### src/rtl/txf_pkg.sv
package txf_pkg;
  typedef enum logic [1:0] {
    PAR_NONE = 2'b00,
    PAR_RSV  = 2'b01,
    PAR_EVEN = 2'b10,
    PAR_ODD  = 2'b11
  } par_mode_e;
endpackage

### src/rtl/txf_framer.sv
module txf_framer #(
  parameter int DMAX = 9,
  parameter int DMIN = 5,
  parameter int LW   = $clog2(DMAX + 1),
  parameter int FW   = DMAX + 4,
  parameter int CW   = $clog2(FW + 1)
) (
  input  logic [DMAX-1:0] data,
  input  logic [LW-1:0]   len_cfg,
  input  logic [1:0]      mode,
  input  logic            two_stop,
  output logic [FW-1:0]   frame,
  output logic [CW-1:0]   nbits
);
  import txf_pkg::*;

  function automatic logic [LW-1:0] clamp_len(input logic [LW-1:0] l);
    if (l < LW'(DMIN)) return LW'(DMIN);
    if (l > LW'(DMAX)) return LW'(DMAX);
    return l;
  endfunction

  function automatic logic fold_parity(input logic [DMAX-1:0] d,
                                       input logic [LW-1:0] l,
                                       input logic odd);
    logic p;
    p = odd;
    for (int i = 0; i < DMAX; i++)
      if (i < int'(l)) p = p ^ d[i];
    return p;
  endfunction

  par_mode_e    pm;
  logic         par_en;
  logic         par_bit;
  logic [LW-1:0] len_c;

  always_comb begin
    pm      = par_mode_e'(mode);
    par_en  = (pm == PAR_EVEN) || (pm == PAR_ODD);
    len_c   = clamp_len(len_cfg);
    par_bit = fold_parity(data, len_c, pm == PAR_ODD);
    frame    = '1;
    frame[0] = 1'b0;
    for (int i = 0; i < DMAX; i++)
      if (i < int'(len_c)) frame[i+1] = data[i];
    for (int i = DMIN; i <= DMAX; i++)
      if (par_en && i == int'(len_c)) frame[i+1] = par_bit;
    nbits = CW'(2) + CW'(len_c) + CW'(par_en) + CW'(two_stop);
  end
endmodule

### src/rtl/txf_shifter.sv
module txf_shifter #(
  parameter int FW = 13,
  parameter int CW = $clog2(FW + 1)
) (
  input  logic          clk,
  input  logic          rst_n,
  input  logic          tick,
  input  logic          load,
  input  logic [FW-1:0] frame_in,
  input  logic [CW-1:0] nbits_in,
  output logic          line,
  output logic          busy,
  output logic          last
);
  logic [FW-1:0] sh_q;
  logic [CW-1:0] cnt_q;

  always_ff @(posedge clk) begin
    if (!rst_n) begin
      sh_q  <= '1;
      cnt_q <= '0;
    end else if (tick) begin
      if (load) begin
        sh_q  <= frame_in;
        cnt_q <= nbits_in;
      end else if (cnt_q != '0) begin
        sh_q  <= {1'b1, sh_q[FW-1:1]};
        cnt_q <= cnt_q - CW'(1);
      end
    end
  end

  assign busy = (cnt_q != '0);
  assign last = (cnt_q == CW'(1));
  assign line = busy ? sh_q[0] : 1'b1;

  p_load_len_r6: assert property (@(posedge clk) disable iff (!rst_n)
    load |-> (nbits_in >= CW'(7) && nbits_in <= CW'(FW)));
  p_hold_bit_r7: assert property (@(posedge clk) disable iff (!rst_n)
    !tick |=> $stable(line));
  p_idle_high_r9: assert property (@(posedge clk) disable iff (!rst_n)
    !busy |-> line);
endmodule

### src/rtl/txf_serial_tx.sv
module txf_serial_tx #(
  parameter  int DATA_MAX = 9,
  parameter  int DATA_MIN = 5,
  localparam int LEN_W    = $clog2(DATA_MAX + 1)
) (
  input  logic                clk,
  input  logic                rst_n,
  input  logic                tick,
  input  logic                in_valid,
  output logic                in_ready,
  input  logic [DATA_MAX-1:0] in_data,
  input  logic [LEN_W-1:0]    cfg_len,
  input  logic [1:0]          cfg_parity,
  input  logic                cfg_two_stop,
  output logic                tx_line,
  output logic                busy
);
  localparam int FRAME_W = DATA_MAX + 4;
  localparam int CNT_W   = $clog2(FRAME_W + 1);

  logic [FRAME_W-1:0] frame_w;
  logic [CNT_W-1:0]   nbits_w;
  logic               last_bit;
  logic               accept;
  logic               frame_done;

  txf_framer #(.DMAX(DATA_MAX), .DMIN(DATA_MIN), .LW(LEN_W),
               .FW(FRAME_W), .CW(CNT_W)) u_framer (
    .data(in_data), .len_cfg(cfg_len), .mode(cfg_parity),
    .two_stop(cfg_two_stop), .frame(frame_w), .nbits(nbits_w)
  );

  txf_shifter #(.FW(FRAME_W), .CW(CNT_W)) u_shift (
    .clk(clk), .rst_n(rst_n), .tick(tick), .load(accept),
    .frame_in(frame_w), .nbits_in(nbits_w),
    .line(tx_line), .busy(busy), .last(last_bit)
  );

  assign in_ready   = tick && (!busy || last_bit);
  assign accept     = in_valid && in_ready;
  assign frame_done = tick && last_bit;

  p_ready_tick_r1: assert property (@(posedge clk) disable iff (!rst_n)
    in_ready |-> tick);
  p_start_low_r1: assert property (@(posedge clk) disable iff (!rst_n)
    accept |=> (!tx_line && busy));
  p_b2b_start_r8: assert property (@(posedge clk) disable iff (!rst_n)
    (frame_done && in_valid) |=> !tx_line);
  p_done_idle_r9: assert property (@(posedge clk) disable iff (!rst_n)
    (frame_done && !in_valid) |=> (tx_line && !busy));
  p_busy_hold_r11: assert property (@(posedge clk) disable iff (!rst_n)
    (busy && !last_bit) |=> busy);
endmodule

### config.mk
export PLATFORM = sky130hd
export DESIGN_NAME = txf_serial_tx
export DESIGN_NICKNAME = d
export VERILOG_FILES = /design/src/rtl/txf_pkg.sv /design/src/rtl/txf_framer.sv /design/src/rtl/txf_shifter.sv /design/src/rtl/txf_serial_tx.sv
export SDC_FILE = /design/constraint.sdc
export NUM_CORES = 1
export LEC_CHECK = 0
export ABC_AREA = 1
export ABC_CLOCK_PERIOD_IN_PS = 2000
export CAP_MARGIN = 20
export CORE_MARGIN = 5
export CORE_UTILIZATION = 46
export CTS_BUF_LIST = sky130_fd_sc_hd__clkbuf_16
export DETAILED_ROUTE_END_ITERATION = 16
export MAX_ROUTING_LAYER = met4
export PLACE_DENSITY = 0.81
export SLEW_MARGIN = 25
export SYNTH_ARGS = -nofsm -noshare
export SYNTH_HDL_FRONTEND = slang
export SYNTH_SLANG_ARGS = --single-unit
### constraint.sdc
create_clock -name clk -period 2 [get_ports clk]
set_input_delay 0.4 -clock clk [delete_from_list [all_inputs] [get_ports clk]]
set_output_delay 0.4 -clock clk [all_outputs]
set_load 0.01 [all_outputs]
# Word-level counts from Yosys, hierarchy flattened
# Cells that the tools add are included.
[word_totals]
ff_bits = 17
in_bits = 20
output_inout_bits = 3
word_cells = 82
[classes]
addsub = 4
order_cmp = 11
eq_ne = 8
n_mux = 35
bitwise_logic = 9
n_reduce_logical = 13
[ops]
columns = ["operator", "count"]
rows = [
  ["$mux 1", 27],
  ["$mux 13", 2],
  ["$mux 4", 6],
  ["$eq 4x4->1 const A", 5],
  ["$lt 3x4->1 const A", 4],
  ["$xor 1x1->1", 9],
  ["$add 4x1->4", 2],
  ["$lt 1x4->1 const A", 2],
  ["$lt 2x4->1 const A", 2],
  ["$logic_and 1x1->1", 7],
  ["$add 2x4->4 const A", 1],
  ["$eq 2x2->1 const B", 2],
  ["$eq 4x1->1 const B", 1],
  ["$gt 4x4->1 const B", 1],
  ["$lt 4x3->1 const B", 1],
  ["$lt 4x4->1 const A", 1],
  ["$reduce_bool 4->1", 1],
  ["$sub 4x1->4 const B", 1],
  ["$logic_or 1x1->1", 2],
  ["$reduce_and 2->1", 1],
  ["$reduce_bool 2->1", 1],
  ["$logic_not 1->1", 1],
]

# Depth between registers and ports, before layout
# Gate-level depths: netlist of run 1.
[depth]
ltp_word = 25
ltp_mapped = 17
mapped_depth_nobuf = 16

# Cells and area by module
# A second synthesis of run 1 with hierarchy kept.
[unflattened]
hier_cells = 237
hier_area_um2 = 1500.2
[by_module_without_submodules]
columns = ["mod", "n_inst", "cells_each", "area_each_um2"]
rows = [
  ["txf_shifter", 1, 130, 965.9],
  ["txf_framer", 1, 101, 504.2],
  ["txf_serial_tx", 1, 6, 30.0],
]

# Worst setup path before layout of run 1
# Ideal clock, no wire load.
[synth_path]
path_type = "input port to flip-flop"
startpoint = "in cfg_len[3]"
endpoint = "reg u_shift.cnt_q[2]"
setup_time_ns = 0.119
t_arrival_ns = 1.854
t_required_ns = 1.881
setup_slack_ns = 0.027
path_stages = 11
cell_sequence = "buf_4 > inv_2 > nor2_1 > nand2_1 > o21ai_0 > fa_1 > ha_1 > xnor2_1 > nor2_1 > a211oi_1 > nor2_1"
[synth_via]
elab_chain_len = 9
elab_cells_between_ends = 12
[synth_rtl]
columns = ["element", "line_no", "source"]
rows = [
  ["from (decl)", "txf_serial_tx.sv:12", "input logic [LEN_W-1:0] cfg_len,"],
  ["$gt 4x4->1", "txf_framer.sv:19", "if (l > LW'(DMAX)) return LW'(DMAX);"],
  ["$mux 1 (2 in a row)", "txf_framer.sv:19", ""],
  ["$mux 4", "txf_framer.sv:20", "return l;"],
  ["$mux 4 *", "txf_framer.sv:19", ""],
  ["$add 2x4->4 *", "txf_framer.sv:49", "nbits = CW'(2) + CW'(len_c) + CW'(par_en) + CW'(two_stop);"],
  ["$add 4x1->4 * (2 in a row)", "txf_framer.sv:49", ""],
  ["$mux 4 *", "txf_shifter.sv:23", "if (load) begin"],
  ["to (signal assigned)", "txf_shifter.sv:25", "cnt_q <= nbits_in;"],
  ["to (signal assigned)", "txf_shifter.sv:28", "cnt_q <= cnt_q - CW'(1);"],
  ["to (decl)", "txf_shifter.sv:16", "logic [CW-1:0] cnt_q;"],
]
# Mark *: on every way between the ends. The rest lies on a longest branch, timed or not. The select of a mux whose other input is x is not followed.
# A chain may end at the register's enable or synchronous reset.

# Worst setup path in the final report of run 1
[layout_path]
startpoint = "reg u_shift.cnt_q[1]"
endpoint = "out busy"
[layout_via]
elab_chain_len = 1
[layout_rtl]
columns = ["element", "line_no", "source"]
rows = [
  ["$reduce_bool 4->1", "txf_shifter.sv:33", "assign busy = (cnt_q != '0);"],
  ["to (decl)", "txf_serial_tx.sv:16", "output logic busy"],
]
# Every way passes these cells.

==> results.yml, run 1 <==
global_routing:
  grt_pass1_wl_um: 4788
  grt_max_degree: 19
  grt.overflow.total: 0
  grt.total_usage_pct: 18.38
  antenna_found_initial: 0
  grt_pass1_vias: 1153
clock_network:
  clock_latency_ns: 0.24
  htreeDepth: 1
  clkSinkCount: 15
  clock_path_buffers: 2
  cts_hold_buf: 0
  clk_pin_slew_ns: 0.05
  numCtsBuffers: 3
  cts_tree: "done"
  cts_root_buf: "clkbuf_16"
placed_design:
  placed_area_mm2: 0.001441
  globalplace.congestion: 0.8722
  dp_hpwl_um: 2054
  port_buffers: 22
drt:
  antenna_left: 0
  viasPerCell: 4.960
  finalWirelength_um: 2925
  vias: 1240
  top_layer: "met4"
  post-route-drc-count: 0
  drt_first_pass_iters: 4
  initialDrtViolationCount: 29
  met3WireLength_um: 177
  routed-wl-met2_um: 1376
  routedWlPerCell_um: 11.70
  wl_met1_um: 1266
floorplanning:
  die_area_mm2: 0.003554
  fp-row-count: 18
  ios: 23
  die-width_um: 59.62
  core_area_mm2: 0.002410
  initial_utilization_pct: 46.99
  die_h_um: 59.62
critical_path:
  r2r_setup_slack_ns: 0.25
  critPathSlowestCell: "clkdlybuf4s50_1"
  cp_cell_sequence: "inv_1 -> ha_4 -> nand2_1 -> clkdlybuf4s50_1"
  crit_path_start: "u_shift.cnt_q[1]$_SDFFE_PN0P_"
  critPathMaxStageDelay_ns: 0.55
  r2r_end: "u_shift.cnt_q[2]$_SDFFE_PN0P_"
  worstPathRequired_ns: 1.60
  crit_type: "flip-flop to primary output"
  r2r.worst_path.cells: 9
  rr_startpoint: "u_shift.cnt_q[1]$_SDFFE_PN0P_"
  crit_path_start_kind: "flip-flop"
  crit_path_end_kind: "primary output"
  cp.arrival_ns: 1.52
  worstPathMaxFanout: 4
timing:
  fin_crit_ns: 1.924
  fmax_ghz: 0.5198
  final-setup-viol-count: 0
  hold_slack_ns: 0.4761
  max-slew-margin-rel_pct: 80.13
  finalCritPeriodShare_pct: 96.18
  tightest_slew_ns: 0.2971
  maxSlewViolCount: 0
  clock_skew_ns: 0.005000
  rsz0062_at_grt: "false"
  hold_violations: 0
cells_and_area:
  diodes: 0
  utilization_pct: 64.90
  final_nets: 245
  design_area_mm2: 0.001564
  layout-drive-gt1-share_pct: 14.55
  syn_to_final_growth_pct: 38.12
synth:
  synth_compound_area_share_pct: 16.46
  synthMuxAreaShare_pct: 0
  synth_nets: 210
  synthSimpleGateAreaFrac_pct: 34.70
  synth_seq_cells: 15
  synth-xor-area-share_pct: 3.867
  netlist_top_cells_count: "67 x nand2_1, 26 x inv_1, 19 x nor2_1"
  synth-adder-area-share_pct: 5.083
  synth-seq-area-share_pct: 26.52
  synth_cell_types: 27
  synthTopCellsByArea: "dfxtp_1 27%, nand2_1 22%, inv_1 8.6%"
  yosysWarnings: 0
  syn_area_mm2: 0.001132
  yosysTopAreaCell: "dfxtp_1"
  synth_edf_count: 0
  synthFlopType: "dfxtp_1"
  synthCells: 186
  synthArstFlopShare_pct: 0
  yosysTopAreaCellShare_pct: 26.52
  synth_top_family_by_area: "simple AND/OR/NAND/NOR gates"
  syn_avg_cell_area_um2: 6.088
  yosysMostFrequentCell: "nand2_1"
hold_path:
  hold_end: "u_shift.sh_q[9]$_SDFFE_PN1P_"
  hold_path_class: "flip-flop to flip-flop"
  min_from: "u_shift.sh_q[9]$_SDFFE_PN1P_"
  worstHoldPathCells: 2
power_and_ir_drop:
  p_total_mw: 1.951
  power_density_mw_per_mm2: 1248
  irDropWorstVdd_mv: 1.060
  power.leakage_nw: 0.7985
flow_run:
  max_cap_viol_count: 0
status:
  status: "complete, no violations"
## flip-flops by register name, summed over array words and instances, names as in the netlist
signal,cells
u_shift.sh_q,11
u_shift.cnt_q,4
## power by group
group	switching [mW]	internal, mW
clock	0.122	0.267
sequential	0.0743	0.437
combinational	0.605	0.446
## logic make-up (layout without fill, tap and decap cells)
logic type | Yosys count | count (layout)
xor+xnor | 5 | 5
buf+inv | 34 | 68
compound gates | 29 | 29
simple gates | 99 | 99
flops | 15 | 15
fa+ha+maj | 4 | 4
## final cells by class
class	count	area, µm²
clock buffer	3	75.07
inverter	28	105.1
clock inverter	1	5.005
sequential	15	300.3
fill	219	845.8
multi-input combinational	137	719.4
tap	30	37.54
timing repair buffer	36	321.6
## per-stage QoR
stage / worst slack, ns / cells / TNS (ns)
final: 0.07637 / 250 / 0
after global routing: 0.01980 / 250 / 0
after CTS: 0.01019 / 250 / 0
after detailed placement: -0.3727 / 245 / -1.644
after global placement: -0.2850 / 245 / -1.302
after floorplan: 0.02744 / 186 / 0
## worst max path at each step
stage	endpoint	depth (start not counted)
4_1_cts	tx_line	5
2_1_floorplan	u_shift.cnt_q[2]$_SDFFE_PN0P_	11
5_1_grt	busy	4
3_3_place_gp	u_shift.cnt_q[2]$_SDFFE_PN0P_	10
6_report	busy	4
3_5_place_dp	u_shift.cnt_q[2]$_SDFFE_PN0P_	10
## critical path: cells and delay by family, from the launching register on
kind | cells | cell delay (ns)
buf+inv | 2 | 0.64
fa+ha+maj | 1 | 0.18
simple gates | 1 | 0.10
flops | 1 | 0.35
## timing repair
action | CTS | global route
resized for setup | 10 | 5
pin swaps | 5 | 1
endpoints found under the setup margin | 6 | 5
setup buffers | 1 | 0
## cell usage in the layout, fill, tap and decap left out, types with 5 or more instances in the layout
master           synthesis  layout
a21oi_1                  7       7
inv_1                   26      25
buf_4                    1      14
clkdlybuf4s50_1          0      16
dfxtp_1                 15      15
o21ai_0                  7       6
nor2_1                  19      19
o211ai_1                 9       9
dlygate4sd2_1            0       5
nand3_1                  7       7
nand2_1                 67      66
## metal layers
| metal | track usage, % | vias to the layer above |
|---|---|---|
| li1 | - | 650 |
| met1 | 20.79 | 544 |
| met2 | 29.95 | 34 |
| met3 | 4.575 | 12 |
| met4 | 9.177 | 0 |
| met5 | - | - |
No activity file was read; power rests on OpenSTA's default activity.
==> run 2: changes to the inputs <==
CAP_MARGIN = 25   (was 20)
==> results of run 2 <==
Same layout as run 1: the final DEF is identical, and so are final timing and power.
==> run 3: changes to the inputs <==
SLEW_MARGIN = 20   (was 25)
==> results of run 3 <==
Same layout as run 1: the final DEF is identical, and so are final timing and power.
